[config.mk]
export PLATFORM = sky130hd
export DESIGN_NAME = fetch_decoder
export DESIGN_NICKNAME = d
export VERILOG_FILES = /design/src/rtl/fetch_dec_pkg.sv /design/src/rtl/fetch_dec_ctrl.sv /design/src/rtl/fetch_dec_datapath.sv /design/src/rtl/fetch_decoder.sv
export SDC_FILE = /design/constraint.sdc
export NUM_CORES = 1
export LEC_CHECK = 0
export BUFFER_PORTS_ARGS = -buffer_cell sky130_fd_sc_hd__buf_4
export CAP_MARGIN = 15
export CORE_MARGIN = 3
export CORE_UTILIZATION = 53
export DETAILED_ROUTE_END_ITERATION = 10
export PLACE_DENSITY = 0.88
export SYNTH_ARGS = -nofsm -noshare
export SYNTH_HDL_FRONTEND = slang
export SYNTH_SLANG_ARGS = --single-unit
[constraint.sdc]
create_clock -name clk -period 1.9 [get_ports clk]
set_input_delay 0.38 -clock clk [delete_from_list [all_inputs] [get_ports clk]]
set_output_delay 0.38 -clock clk [all_outputs]
set_load 0.01 [all_outputs]
[src/rtl/fetch_dec_pkg.sv]
package fetch_dec_pkg;

  localparam int NIB_W = 4;
  localparam int LEN_W = 4;

  localparam logic [NIB_W-1:0] REG_NONE = 4'h8;

  localparam logic [NIB_W-1:0] OP_NOP   = 4'h0;
  localparam logic [NIB_W-1:0] OP_HALT  = 4'h1;
  localparam logic [NIB_W-1:0] OP_RRMOV = 4'h2;
  localparam logic [NIB_W-1:0] OP_IRMOV = 4'h3;
  localparam logic [NIB_W-1:0] OP_STORE = 4'h4;
  localparam logic [NIB_W-1:0] OP_LOAD  = 4'h5;
  localparam logic [NIB_W-1:0] OP_ALU   = 4'h6;
  localparam logic [NIB_W-1:0] OP_JUMP  = 4'h7;
  localparam logic [NIB_W-1:0] OP_CALL  = 4'h8;
  localparam logic [NIB_W-1:0] OP_RET   = 4'h9;
  localparam logic [NIB_W-1:0] OP_PUSH  = 4'hA;
  localparam logic [NIB_W-1:0] OP_POP   = 4'hB;

  localparam logic [NIB_W-1:0] ALU_FUN_MAX  = 4'h3;
  localparam logic [NIB_W-1:0] JUMP_FUN_MAX = 4'h6;

  // Strobes from control to datapath.
  typedef struct packed {
    logic             illegal;
    logic             regByte;      // byte 1 carries rA/rB
    logic             constAfterReg; // constant starts at byte 2
    logic             constNoReg;   // constant starts at byte 1
    logic [LEN_W-1:0] len;
  } decStrobe_t;

endpackage

[src/rtl/fetch_dec_ctrl.sv]
module fetch_dec_ctrl
  import fetch_dec_pkg::*;
#(
  parameter int CONST_BYTES = 4
) (
  input  logic [7:0]  opByte,
  output decStrobe_t  strobe
);

  localparam logic [LEN_W-1:0] CONST_LEN = LEN_W'(CONST_BYTES);

  logic [NIB_W-1:0] opType;
  logic [NIB_W-1:0] opFun;
  logic             known;
  logic             funOk;
  logic             regRaw;
  logic             constRegRaw;
  logic             constJmpRaw;
  logic             bad;

  assign opType = opByte[7:4];
  assign opFun  = opByte[3:0];

  always_comb begin
    known       = 1'b1;
    funOk       = (opFun == 4'h0);
    regRaw      = 1'b0;
    constRegRaw = 1'b0;
    constJmpRaw = 1'b0;
    case (opType)
      OP_NOP, OP_HALT, OP_RET: ;
      OP_RRMOV, OP_PUSH, OP_POP: regRaw = 1'b1;
      OP_ALU: begin
        regRaw = 1'b1;
        funOk  = (opFun <= ALU_FUN_MAX);
      end
      OP_IRMOV, OP_STORE, OP_LOAD: begin
        regRaw      = 1'b1;
        constRegRaw = 1'b1;
      end
      OP_JUMP: begin
        constJmpRaw = 1'b1;
        funOk       = (opFun <= JUMP_FUN_MAX);
      end
      OP_CALL: constJmpRaw = 1'b1;
      default: known = 1'b0;
    endcase
  end

  assign bad = !(known && funOk);

  always_comb begin
    strobe               = '0;
    strobe.illegal       = bad;
    strobe.regByte       = regRaw && !bad;
    strobe.constAfterReg = constRegRaw && !bad;
    strobe.constNoReg    = constJmpRaw && !bad;
    strobe.len           = LEN_W'(1)
                         + (strobe.regByte ? LEN_W'(1) : '0)
                         + ((strobe.constAfterReg || strobe.constNoReg) ? CONST_LEN : '0);
  end

endmodule

[src/rtl/fetch_dec_datapath.sv]
module fetch_dec_datapath
  import fetch_dec_pkg::*;
#(
  parameter int ADDR_W      = 32,
  parameter int CONST_BYTES = 4
) (
  input  logic                       clk,
  input  logic                       rstN,
  input  logic                       inValid,
  input  logic [ADDR_W-1:0]          pc,
  input  logic [8*(CONST_BYTES+2)-1:0] window,
  input  decStrobe_t                 strobe,
  output logic                       outValid,
  output logic                       illegal,
  output logic [NIB_W-1:0]           icode,
  output logic [NIB_W-1:0]           ifun,
  output logic [NIB_W-1:0]           regA,
  output logic [NIB_W-1:0]           regB,
  output logic [8*CONST_BYTES-1:0]   constVal,
  output logic [LEN_W-1:0]           instLen,
  output logic [ADDR_W-1:0]          nextPc
);

  localparam int CONST_W = 8 * CONST_BYTES;

  logic [CONST_W-1:0] constFromTwo;
  logic [CONST_W-1:0] constFromOne;
  logic [CONST_W-1:0] constSel;
  logic [NIB_W-1:0]   regASel;
  logic [NIB_W-1:0]   regBSel;
  logic [ADDR_W-1:0]  pcSum;

  // Little-endian assembly: lowest-addressed byte lands lowest.
  for (genvar k = 0; k < CONST_BYTES; k++) begin : gLeByte
    assign constFromTwo[8*k +: 8] = window[8*(k+2) +: 8];
    assign constFromOne[8*k +: 8] = window[8*(k+1) +: 8];
  end

  always_comb begin
    if (strobe.constAfterReg)   constSel = constFromTwo;
    else if (strobe.constNoReg) constSel = constFromOne;
    else                        constSel = '0;
  end

  assign regASel = strobe.regByte ? window[15:12] : REG_NONE;
  assign regBSel = strobe.regByte ? window[11:8]  : REG_NONE;
  assign pcSum   = pc + ADDR_W'(strobe.len);

  always_ff @(posedge clk or negedge rstN) begin
    if (!rstN) begin
      outValid <= 1'b0;
      illegal  <= 1'b0;
      icode    <= '0;
      ifun     <= '0;
      regA     <= '0;
      regB     <= '0;
      constVal <= '0;
      instLen  <= '0;
      nextPc   <= '0;
    end else begin
      outValid <= inValid;
      if (inValid) begin
        illegal  <= strobe.illegal;
        icode    <= window[7:4];
        ifun     <= window[3:0];
        regA     <= regASel;
        regB     <= regBSel;
        constVal <= constSel;
        instLen  <= strobe.len;
        nextPc   <= pcSum;
      end
    end
  end

endmodule

[src/rtl/fetch_decoder.sv]
module fetch_decoder
  import fetch_dec_pkg::*;
#(
  parameter int ADDR_W      = 32,
  parameter int CONST_BYTES = 4
) (
  input  logic                         clk,
  input  logic                         rstN,
  input  logic                         inValid,
  input  logic [ADDR_W-1:0]            pc,
  input  logic [8*(CONST_BYTES+2)-1:0] fetchBytes,
  output logic                         outValid,
  output logic                         illegal,
  output logic [3:0]                   icode,
  output logic [3:0]                   ifun,
  output logic [3:0]                   regA,
  output logic [3:0]                   regB,
  output logic [8*CONST_BYTES-1:0]     constVal,
  output logic [3:0]                   instLen,
  output logic [ADDR_W-1:0]            nextPc
);

  decStrobe_t strobe;

  fetch_dec_ctrl #(.CONST_BYTES(CONST_BYTES)) uCtrl (
    .opByte (fetchBytes[7:0]),
    .strobe (strobe)
  );

  fetch_dec_datapath #(.ADDR_W(ADDR_W), .CONST_BYTES(CONST_BYTES)) uPath (
    .clk      (clk),
    .rstN     (rstN),
    .inValid  (inValid),
    .pc       (pc),
    .window   (fetchBytes),
    .strobe   (strobe),
    .outValid (outValid),
    .illegal  (illegal),
    .icode    (icode),
    .ifun     (ifun),
    .regA     (regA),
    .regB     (regB),
    .constVal (constVal),
    .instLen  (instLen),
    .nextPc   (nextPc)
  );

endmodule

---- Word-level counts from Yosys, hierarchy flattened ----
Index checks and enable logic that the tools add are counted.
storage, ports and cells
  register bits after elaboration ......... 86
  latch bits .............................. 0
  memory bits (writable) .................. 0
  bits in read-only memories .............. 0
  bits of input ports ..................... 83
  output and inout bits ................... 86
  word-level logic and storage cells ...... 48
  memories ................................ 0
operators by class
  $add $sub $neg .......................... 3
  $mul .................................... 0
  div/mod/pow operators ................... 0
  $lt $le $gt $ge ......................... 2
  equal/unequal tests ..................... 11
  shift operators ......................... 0
  muxes and demuxes ....................... 11
  bitwise logic cells ..................... 0
  reductions and logical operators ........ 12
operators by type and width
  operator             count
  $mux 32              2
  $add 32x4->32        1
  $eq 4x3->1 const B   4
  $eq 4x4->1 const B   4
  $reduce_or 12->1     1
  $eq 4x2->1 const B   2
  $logic_not 4->1      2
  $mux 4               2
  $reduce_or 7->1      1
  $mux 1               5
  $add 1x4->4 const A  1
  $add 4x4->4          1
  $eq 4x1->1 const B   1
  $le 4x2->1 const B   1
  $le 4x3->1 const B   1
  $logic_and 1x1->1    4
  $mux 3               1
  $reduce_or 3->1      1
  $pmux 1 s2           1
  $reduce_or 2->1      1
  $logic_not 1->1      1
  $logic_or 1x1->1     1

---- Logic depth before layout (Yosys ltp) ----
Gate-level depths: netlist of the first run.
  depth after elaboration ................. 9
  mapped depth ............................ 11

---- By module ----
Synthesis of the first run repeated with hierarchy kept, for this count alone.
second synthesis, totals
  cells, all modules ...................... 462
  area, all modules ....................... 4413.0 um2
by module, submodules not included
  module              instances  cells each  area each (um2)
  fetch_dec_datapath  1          439         4260.3
  fetch_dec_ctrl      1          23          152.6

---- Worst setup path before layout of the first run ----
Ideal clock, no wire load.
  path type ............................... input-to-reg
  start point ............................. in fetchBytes[6]
  end point ............................... reg uPath.nextPc[28]
  setup time .............................. 0.082 ns
  arrival time ............................ 2.850 ns
  required time ........................... 1.818 ns
  slack ................................... -1.032 ns
  cell stages on the path ................. 11
  path buffers ............................ 1
  path through ............................ buf_2 > a2bb2oi_1 > nor2_1 > nand4_1 > ha_1 > inv_1 > fa_1 > and2b_1 > o2111ai_2 > or4_1 > a31oi_1
RTL lines
  item                  RTL line                  source
  from (decl)           fetch_decoder.sv:11       input logic [8*(CONST_BYTES+2)-1:0] fetchBytes,
  to (signal assigned)  fetch_dec_datapath.sv:70  nextPc <= pcSum;
  to (decl)             fetch_dec_datapath.sv:21  output logic [ADDR_W-1:0] nextPc

==> run_results.csv, run 1 <==
group,metric,value,unit
hold_path,hold_path_depth,2,
yosys,synth_top_area_cell,"dfrtp_1",
final_layout,layout.nets,706,
floorplanning,start_util,55.7,%
final_layout,fill_cells,340,
global_routing,grt_pass1_vias,4740,
yosys,synth_edf_count,0,
critical_path,cp_cell_sequence,"buf_8 -> buf_12 -> a2bb2oi_4 -> nor2_2 -> nand4_1 -> ha_2 -> inv_2 -> fa_2 -> and2b_2 -> buf_4 -> buf_6 -> o211ai_1 -> buf_4 -> nor2_1 -> o221ai_1",
route,drc_errors,0,
critical_path,cp_slowest_cell,"fa_2",
floorplanning,rows,32,
yosys,synthAdderAreaFrac,1.32,%
yosys,synth_seq_cells,85,
timing,period_share,141,%
placement,place_congestion,0.904,
global_routing,grt_util_all_layers,33.4,%
critical_path,worstRegToRegCells,2,
yosys,ys_seq_area_share,48.6,%
floorplanning,die_y,96.8,um
cts,cts_buffers,9,
timing,drv_slew,0,
critical_path,worstSetupPathType,"primary input to register",
yosys,synth_area_leaders,"dfrtp_1 49%, mux2i_1 7.3%, o2bb2ai_1 6.4%",
global_routing,gr-total-overflow,0,
critical_path,critical-path-top-delay-family,"buffers and inverters",
cts,cts.sinks,85,
critical_path,crit_fanout,4,
yosys,synth_xor_area_share,1.80,%
yosys,yosysUniqueCellTypes,58,
power_and_ir_drop,leakage,3.04,nW
critical_path,start_kind,"primary input",
final_layout,final_area,6920,um^2
timing,finalWorstSetupSlack,-0.777,ns
hold_path,hp-class,"primary input to register",
yosys,synth-simple-area-share,13.8,%
yosys,synth-compound-area-share,19.7,%
yosys,synth_top_area_share,48.6,%
cts,clockBufferDepth,2,
global_routing,grt_pass1_wl,25.5,mm
critical_path,slowest_delay,0.39,ns
timing,max_freq,374,MHz
yosys,synth_top_family_by_area,"compound AO/OA/AOI/OAI gates",
timing,tns,-17.15,ns
yosys,synthCells,399,
route,viasPerCell,6.91,
cts,cts-root-buf,"clkbuf_8",
final_layout,drive_gt1_share,52.4,%
hold_path,whs_endpoint,"uPath.regB[3]",
timing,relSlewSlack,55.6,%
hold_path,min_from,"fetchBytes[11]",
final_layout,syn_to_final_growth,58.3,%
yosys,syn_area,4370,um^2
cts,cts_tree,"yes",
timing,tightest_slew,0.664,ns
final_layout,layout_common_cells,"209 x buf_4, 85 x dfrtp_1, 32 x mux2i_1, 32 x o2bb2ai_1, 29 x nor2_1",
critical_path,worstSetupEndpointType,"register",
route,avgRoutedWirePerCell,27.2,um
timing,rsz0062_at_grt,"yes",
yosys,synth_mux_area_share,10.2,%
cts,clkTransAtPathRegs,0.10,ns
critical_path,path_buf_inv,6,
flow_run,drv_cap,0,
final_layout,n_antenna_cell,0,
route,drt_iter0_markers,602,
power_and_ir_drop,p_per_area,658,nW/um^2
placement,port_buffers,167,
route,drtPass1Iterations,6,
global_routing,grt_start_max_net_pins,73,
critical_path,crit_top_cell,"buf_4",
floorplanning,io_pins,169,
placement,hpwl,9.75,mm
yosys,synth.avg_cell_area,11.0,um^2
cts,htreeDepth,3,
critical_path,cp.arrival,2.89,ns
floorplanning,die_area,9380,um^2
floorplanning,core,7850,um^2
timing,hold_viol_final,0,
status,status,"finished, violations left",
global_routing,antenna_found_initial,0,
floorplanning,fp.dieW,96.8,um
route,vias,5019,
critical_path,reg2reg_slack,1.00,ns
yosys,synth-warning-count,0,
critical_path,worst_r2r_endpoint,"uPath.nextPc[30]",
timing,finalSetupViolations,30,
timing,period_needed,2.68,ns
route,drt-total-wl,19.7,mm
placement,postPlaceCellArea,6040,um^2
yosys,syn_nets,486,
status,failed_checks,"negative setup slack",
route,ant_nets,0,
cts,insertion_delay,0.36,ns
final_layout,mostFrequentLayoutCell,"buf_4",
critical_path,worst-path-stages,15,
yosys,synth_ff_type,"dfrtp_1",
timing,clock_skew,0,ns
critical_path,reg2reg_from,"uPath.nextPc[30]",
yosys,async_flop_share,100,%
power_and_ir_drop,peakVddDrop,577,uV
critical_path,crit_required,2.12,ns
## power by group
group | internal (mW) | switching, mW | total [mW] | leakage (nW)
registers | 1.91 | 0.0809 | 1.99 | 1.06
logic | 0.507 | 0.545 | 1.05 | 1.87
clock network | 0.757 | 0.752 | 1.51 | 0.111
total | 3.18 | 1.38 | 4.55 | 3.04
## per-layer routing
layer | track usage, % | up-vias | wire [um]
met5 | 0 | - | 0
met2 | 54.4 | 549 | 9010
met3 | 8.94 | 169 | 2420
met1 | 40.8 | 2344 | 6710
li1 | - | 1957 | -
met4 | 17.0 | 0 | 1580
## how the worst max path moves through the flow
stage                  start                to  slack (ns)
6_report       fetchBytes[5]  uPath.nextPc[10]       -0.78
5_1_grt        fetchBytes[5]  uPath.nextPc[20]       -0.76
4_1_cts        fetchBytes[5]  uPath.nextPc[28]       -0.52
3_5_place_dp   fetchBytes[5]  uPath.nextPc[28]       -0.89
3_3_place_gp   fetchBytes[5]  uPath.nextPc[28]       -0.81
2_1_floorplan  fetchBytes[6]  uPath.nextPc[28]       -0.73
## final cells by class
class,count,area (um^2),share of cell area [%]
clock buffer,9,124,1.79
clock inverter,7,103,1.48
inverter,8,32.5,0.470
multi-input combinational,278,2470,35.7
sequential,85,2130,30.7
tap,102,128,1.84
timing repair buffer,237,1940,28.0
## logic make-up (layout without fill, tap and decap cells)
kind of cell             Yosys count  count (layout)
adder cells (fa/ha/maj)            4               4
AND/OR/NAND/NOR                  108             109
other                              1               1
buffers and inverters             37             261
flip-flops                        85              85
multiplexers                      43              43
XOR/XNOR                           9               9
AO/OA/AOI/OAI                    112             112
## state kept, by name (all words and copies together), names as in the netlist
signal,count
uPath.illegal,1
uPath.outValid,1
uPath.icode,4
uPath.instLen,3
uPath.constVal,32
uPath.ifun,4
uPath.regB,4
uPath.regA,4
uPath.nextPc,32
## cell usage after synthesis, types with 8 or more instances
cell type	instances
nand2_1	18
or4_1	16
dfrtp_1	85
nor2_1	31
nand3_1	11
a31oi_1	18
mux2_2	11
o2bb2ai_1	32
a21oi_1	10
o31ai_1	14
clkbuf_1	12
o21ai_0	8
mux2i_1	32
## repair_timing
| action | CTS | global route |
|---|---|---|
| setup endpoints to repair | 29 | 30 |
| buffers inserted | 19 | 12 |
| gates resized for setup | 46 | 44 |
| endpoints found under the hold margin | 30 | 0 |
| gates cloned | 1 | 0 |
| pin swaps | 43 | 50 |
| hold buffers | 1 | 0 |
## stage by stage
| stage | setup slack (ns) | utilization, % | total power, mW | instances | hold slack, ns |
|---|---|---|---|---|---|
| 3_3_place_gp | -0.814 | 77.0 | 2.80 | 683 | 0.351 |
| 3_5_place_dp | -0.895 | 77.0 | 2.83 | 683 | 0.357 |
| 2_1_floorplan | -0.735 | - | 2.32 | 399 | 0.0844 |
| 4_1_cts | -0.522 | 84.3 | 4.33 | 717 | 0.244 |
| 6_report | -0.777 | 88.2 | 4.55 | 726 | 0.244 |
| 5_1_grt | -0.762 | 88.2 | 4.67 | 726 | 0.236 |
Note: power is estimated with default switching activity, not from simulation.
==> inputs of run 2 (changes only) <==
--- a/config.mk
+++ b/config.mk
@@ -11,6 +11,7 @@
 export CORE_UTILIZATION = 53
 export DETAILED_ROUTE_END_ITERATION = 10
 export PLACE_DENSITY = 0.88
+export RECOVER_POWER = 100
 export SYNTH_ARGS = -nofsm -noshare
 export SYNTH_HDL_FRONTEND = slang
 export SYNTH_SLANG_ARGS = --single-unit
==> run 2 against run 1 <==
  * The flow still finishes with violations (negative setup slack)
  * Critical path depth is the same
  * Highest routed layer unchanged
  * Routed wire length shrank 0.40%
  * Die area is the same
  * Largest cell class unchanged
  * Non-clock buffer count is the same
==> run_results.csv, run 2 (synthesis gave the netlist of run 1 again) <==
group,metric,value,unit
status,status,"finished, violations left",
status,failed_checks,"negative setup slack",
flow_run,drv_cap,0,
route,drtPass1Iterations,5,
timing,period_share,141,%
timing,hold_viol_final,0,
route,vias,4964,
cts,cts.sinks,85,
route,drc_errors,0,
placement,postPlaceCellArea,6040,um^2
critical_path,slowest_delay,0.39,ns
floorplanning,fp.dieW,96.8,um
critical_path,cp_slowest_cell,"fa_2",
hold_path,hp-class,"primary input to register",
final_layout,mostFrequentLayoutCell,"buf_4",
final_layout,n_antenna_cell,0,
floorplanning,die_y,96.8,um
critical_path,worstRegToRegCells,2,
global_routing,grt_pass1_vias,4740,
route,drt_iter0_markers,651,
cts,cts_tree,"yes",
final_layout,syn_to_final_growth,50.4,%
timing,clock_skew,0,ns
final_layout,layout_common_cells,"122 x buf_4, 86 x clkbuf_1, 85 x dfrtp_1",
final_layout,top_regs,"uPath.constVal: 32 flops, uPath.nextPc: 32 flops",
critical_path,worstSetupEndpointType,"register",
timing,period_needed,2.69,ns
final_layout,final_area,6580,um^2
cts,cts_buffers,9,
global_routing,grt_util_all_layers,33.4,%
power_and_ir_drop,leakage,2.70,nW
cts,insertion_delay,0.36,ns
final_layout,drive_gt1_share,38.5,%
global_routing,gr-total-overflow,0,
floorplanning,rows,32,
floorplanning,start_util,55.7,%
final_layout,final-instance-count-excl-fill,726,
placement,dp_cells,683,
final_layout,layout.nets,706,
cts,clkTransAtPathRegs,0.09,ns
placement,dp_slack,-0.895,ns
floorplanning,core,7850,um^2
final_layout,fin_util,83.8,%
critical_path,crit_required,2.12,ns
critical_path,cp_cell_sequence,"buf_8 -> buf_12 -> a2bb2oi_4 -> nor2_2 -> nand4_1 -> ha_2 -> inv_2 -> fa_2 -> and2b_2 -> buf_4 -> buf_6 -> o211ai_1 -> buf_4 -> nor2_1 -> o221ai_1",
placement,port_buffers,167,
route,drt-total-wl,19.6,mm
critical_path,worstSetupPathType,"primary input to register",
power_and_ir_drop,p_per_area,677,nW/um^2
cts,htreeDepth,3,
timing,rsz0062_at_grt,"yes",
cts,clockBufferDepth,2,
placement,place_congestion,0.904,
timing,finalSetupViolations,74,
route,ant_nets,0,
critical_path,crit_top_cell,"buf_4",
critical_path,start_kind,"primary input",
timing,relSlewSlack,20.4,%
power_and_ir_drop,peakVddDrop,535,uV
critical_path,cp.arrival,2.90,ns
hold_path,hold_path_depth,2,
power_and_ir_drop,total_power,4.46,mW
timing,tns,-32.18,ns
cts,cts-root-buf,"clkbuf_8",
global_routing,antenna_found_initial,0,
route,viasPerCell,6.84,
timing,drv_slew,0,
global_routing,grt_start_max_net_pins,73,
timing,hold_ws,0.246,ns
timing,tightest_slew,1.18,ns
critical_path,crit_fanout,4,
route,avgRoutedWirePerCell,27.1,um
floorplanning,io_pins,169,
placement,hpwl,9.75,mm
global_routing,grt_pass1_wl,25.5,mm
floorplanning,die_area,9380,um^2
timing,finalWorstSetupSlack,-0.787,ns
timing,max_freq,372,MHz
run 2: cell types whose count changed in the layout (fill, tap and decap cells not counted), sizes merged:
cell    previous run  this run
clkbuf             9        97
buf              236       148
run 2: report_power, final:
group	switching, mW	total [mW]	internal, mW
Combinational	0.541	0.958	0.418
Clock	0.750	1.51	0.757
Sequential	0.0784	1.99	1.91
run 2: per-layer routing:
layer	share of wire, %	global-route usage [%]	up-vias
met5	0	0	-
met4	8.7	17.0	0
met3	12	8.94	169
met2	45	54.4	514
met1	34	40.8	2325
li1	-	-	1956
run 2: what timing repair did:
action                                 in CTS  in global routing
resized for setup                          46                 44
endpoints found under the hold margin      30                  0
setup endpoints to repair                  29                 30
setup buffers                              19                 12
gates cloned                                1                  0
pin swaps                                  43                 50
hold buffers                                1                  0
run 2: final cells by class:
| cell class | instances | area [um^2] |
|---|---|---|
| timing repair buffer | 237 | 1600 |
| multi-input combinational | 278 | 2460 |
| tap | 102 | 128 |
| inverter | 8 | 32.5 |
| fill | 466 | 1270 |
| clock inverter | 7 | 103 |
| sequential | 85 | 2130 |
| clock buffer | 9 | 124 |
run 2: path summary, 6_finish.rpt:
kind | start | to | slack, ns
setup / recovery | fetchBytes[5] | uPath.nextPc[10] | -0.79
hold / removal | fetchBytes[11] | uPath.regB[3] | 0.25
setup reg to reg | uPath.nextPc[30] | uPath.nextPc[30] | 1.01
hold reg to reg | uPath.constVal[22] | uPath.constVal[22] | 0.50
max in group asynchronous | rstN | uPath.constVal[0] | 0.20
min in group asynchronous | rstN | uPath.constVal[30] | 0.65
run 2: worst max-delay path, delay by kind of cell:
family | cells | cell delay (ns)
adder cells (fa/ha/maj) | 2 | 0.64
AO/OA/AOI/OAI | 3 | 0.48
buffers and inverters | 6 | 0.69
AND/OR/NAND/NOR | 4 | 0.69
==> inputs of run 3 (changes only) <==
--- a/config.mk
+++ b/config.mk
@@ -8,10 +8,11 @@
 export BUFFER_PORTS_ARGS = -buffer_cell sky130_fd_sc_hd__buf_4
 export CAP_MARGIN = 15
 export CORE_MARGIN = 3
-export CORE_UTILIZATION = 53
+export CORE_UTILIZATION = 45
 export DETAILED_ROUTE_END_ITERATION = 10
-export PLACE_DENSITY = 0.88
+export PLACE_DENSITY = 0.77
 export RECOVER_POWER = 100
+export REMOVE_ABC_BUFFERS = 1
 export SYNTH_ARGS = -nofsm -noshare
 export SYNTH_HDL_FRONTEND = slang
 export SYNTH_SLANG_ARGS = --single-unit
==> run 3 against run 2 <==
  * The run still ends with negative setup slack left
  * Highest routed layer unchanged
  * Via count down 12%
  * Register-to-register slack better by 0.09 ns
  * Final cell count up 4.7%
  * Final area up 6.7%
  * Global-route usage down 8.6 points
  * Worst hold slack worse by 0.0054 ns
  * Critical endpoint is now uPath.nextPc[20]
  * Critical path depth down 3
  * Sequential share of layout area down 2.0 points
  * Flip-flop and latch count unchanged
==> run_results.csv, run 3 (synthesis gave the netlist of run 1 again) <==
group,metric,value,unit
status,status,"finished, violations left",
status,failed_checks,"negative setup slack",
placement,hpwl,9.57,mm
floorplanning,rows,35,
global_routing,busiest_layer,"met2",
final_layout,syn_to_final_growth,60.5,%
final_layout,layout.nets,713,
floorplanning,die_y,105,um
critical_path,crit_fanout,8,
final_layout,drive_gt1_share,48.8,%
timing,finalSetupViolations,71,
global_routing,grt_util_all_layers,24.7,%
floorplanning,core,9330,um^2
route,drtPass1Iterations,6,
power_and_ir_drop,switchingPower,1.23,mW
cts,clkTransAtPathRegs,0.09,ns
power_and_ir_drop,comb_power_share,20.7,%
critical_path,worst_r2r_endpoint,"uPath.icode[0]",
power_and_ir_drop,total_power,4.49,mW
route,viasPerCell,5.76,
hold_path,whs_endpoint,"uPath.regB[3]",
power_and_ir_drop,p_per_area,640,nW/um^2
timing,period_needed,2.39,ns
cts,cts_buffers,9,
final_layout,layout_common_cells,"184 x buf_4, 85 x dfrtp_1, 32 x mux2i_1",
placement,port_buffers,167,
critical_path,reg2reg_from,"uPath.icode[0]",
critical_path,crit_required,2.18,ns
flow_run,drv_cap,0,
power_and_ir_drop,power_frac_seq,44.1,%
final_layout,n_antenna_cell,0,
final_layout,mostFrequentLayoutCell,"buf_4",
cts,insertion_delay,0.35,ns
route,ant_nets,0,
cts,cts-root-buf,"clkbuf_8",
global_routing,grt_pass1_vias,4413,
hold_path,hold_path_depth,2,
route,vias,4376,
power_and_ir_drop,peakVddDrop,377,uV
timing,period_share,126,%
hold_path,hp-class,"primary input to register",
route,drc_errors,0,
global_routing,grt_start_max_net_pins,73,
timing,hold_viol_final,0,
critical_path,cp.arrival,2.68,ns
timing,clock_skew,0,ns
critical_path,cp_slowest_cell,"or4_1",
timing,tightest_slew,0.998,ns
route,drt_iter0_markers,216,
floorplanning,start_util,46.9,%
timing,relSlewSlack,32.5,%
critical_path,critical-path-top-delay-family,"simple AND/OR/NAND/NOR gates",
global_routing,use_met2,42.2,%
cts,clockBufferDepth,2,
timing,drv_slew,0,
global_routing,met3_usage,5.81,%
power_and_ir_drop,clockPowerShare,35.2,%
hold_path,min_from,"fetchBytes[11]",
final_layout,final-instance-count-excl-fill,760,
timing,rsz0062_at_grt,"yes",
timing,max_freq,418,MHz
floorplanning,io_pins,169,
global_routing,gr-usage-met1,31.5,%
critical_path,reg2reg_slack,1.10,ns
final_layout,top_regs,"uPath.constVal: 32 flops, uPath.nextPc: 32 flops",
critical_path,worstSetupPathType,"primary input to register",
critical_path,path_buf_inv,3,
global_routing,grt_pass1_wl,22.1,mm
critical_path,worstSetupEndpointType,"register",
route,drt-total-wl,14.8,mm
cts,cts.sinks,85,
power_and_ir_drop,leakage,3.01,nW
critical_path,cp_cell_sequence,"buf_12 -> nor2b_4 -> a31o_4 -> nand4_1 -> ha_2 -> inv_2 -> fa_2 -> and2b_2 -> buf_6 -> nor2_4 -> or4_1 -> a31oi_1",
placement,place_congestion,0.871,
route,avgRoutedWirePerCell,19.4,um
power_and_ir_drop,power.internal,3.26,mW
global_routing,antenna_found_initial,0,
global_routing,gr-total-overflow,0,
power_and_ir_drop,p_sw_share,27.4,%
critical_path,worstRegToRegCells,1,
cts,cts_tree,"yes",
timing,finalWorstSetupSlack,-0.493,ns
cts,htreeDepth,3,
critical_path,start_kind,"primary input",
placement,dp_cells,715,
critical_path,slowest_delay,0.51,ns
floorplanning,fp.dieW,105,um
floorplanning,die_area,10900,um^2
[run 3: cell count changes in the layout (fill, tap and decap cells not counted), moves of 3 or more]
cell	change
a31oi_1	+4
a31oi_2	-3
buf_4	+62
buf_6	-5
clkbuf_1	-55
clkbuf_16	+3
o2bb2ai_1	-21
o2bb2ai_2	+16
o2bb2ai_4	+5
[run 3: power groups by stage]
stage,registers [mW],clock network (mW),logic (mW)
after floorplan,2.05,0,0.220
after global placement,2.01,0,0.781
after detailed placement,2.01,0,0.804
after CTS,1.98,1.60,0.885
after global routing,1.99,1.68,1.00
final,1.98,1.58,0.931
[run 3: how the worst max path moves through the flow]
stage,startpoint,to,slack [ns],cells after the start
after floorplan,fetchBytes[0],uPath.nextPc[28],-0.89,10
after global placement,fetchBytes[5],uPath.nextPc[28],-0.89,11
after detailed placement,fetchBytes[5],uPath.nextPc[28],-0.99,11
after CTS,fetchBytes[5],uPath.nextPc[28],-0.51,11
after global routing,fetchBytes[1],uPath.nextPc[20],-0.61,11
final,fetchBytes[5],uPath.nextPc[20],-0.49,12
[run 3: area by class of cell]
class                      instances  area [um^2]
fill                             646         2310
sequential                        85         2130
multi-input combinational        278         2540
clock buffer                       9          124
timing repair buffer             244         1910
tap                              129          161
clock inverter                     7          121
inverter                           8         32.5
[run 3: what timing repair did]
action                     in CTS  in global routing
hold buffers                    1                  0
gates cloned                    1                  4
buffers inserted               19                  4
setup endpoints to repair      30                 63
pin swaps                      32                 32
resized for setup              48                 56
hold endpoints to repair       28                  0
[run 3: stage by stage]
stage | hold WS, ns | util [%] | setup slack [ns] | cell area, um^2 | setup TNS [ns]
floorplan | 0.0844 | - | -0.888 | 4210 | -36.30
global placement | 0.347 | 65.2 | -0.890 | 6080 | -25.92
detailed placement | 0.360 | 65.2 | -0.987 | 6080 | -28.76
CTS | 0.228 | 71.8 | -0.507 | 6690 | -15.23
global route | 0.235 | 75.2 | -0.608 | 7020 | -28.30
finish | 0.241 | 75.2 | -0.493 | 7020 | -23.79
[run 3: metal layers]
| metal | wire [um] | up-vias |
|---|---|---|
| li1 | - | 1986 |
| met1 | 5990 | 2161 |
| met2 | 7440 | 205 |
| met3 | 1090 | 24 |
| met4 | 232 | 0 |
| met5 | 0 | - |
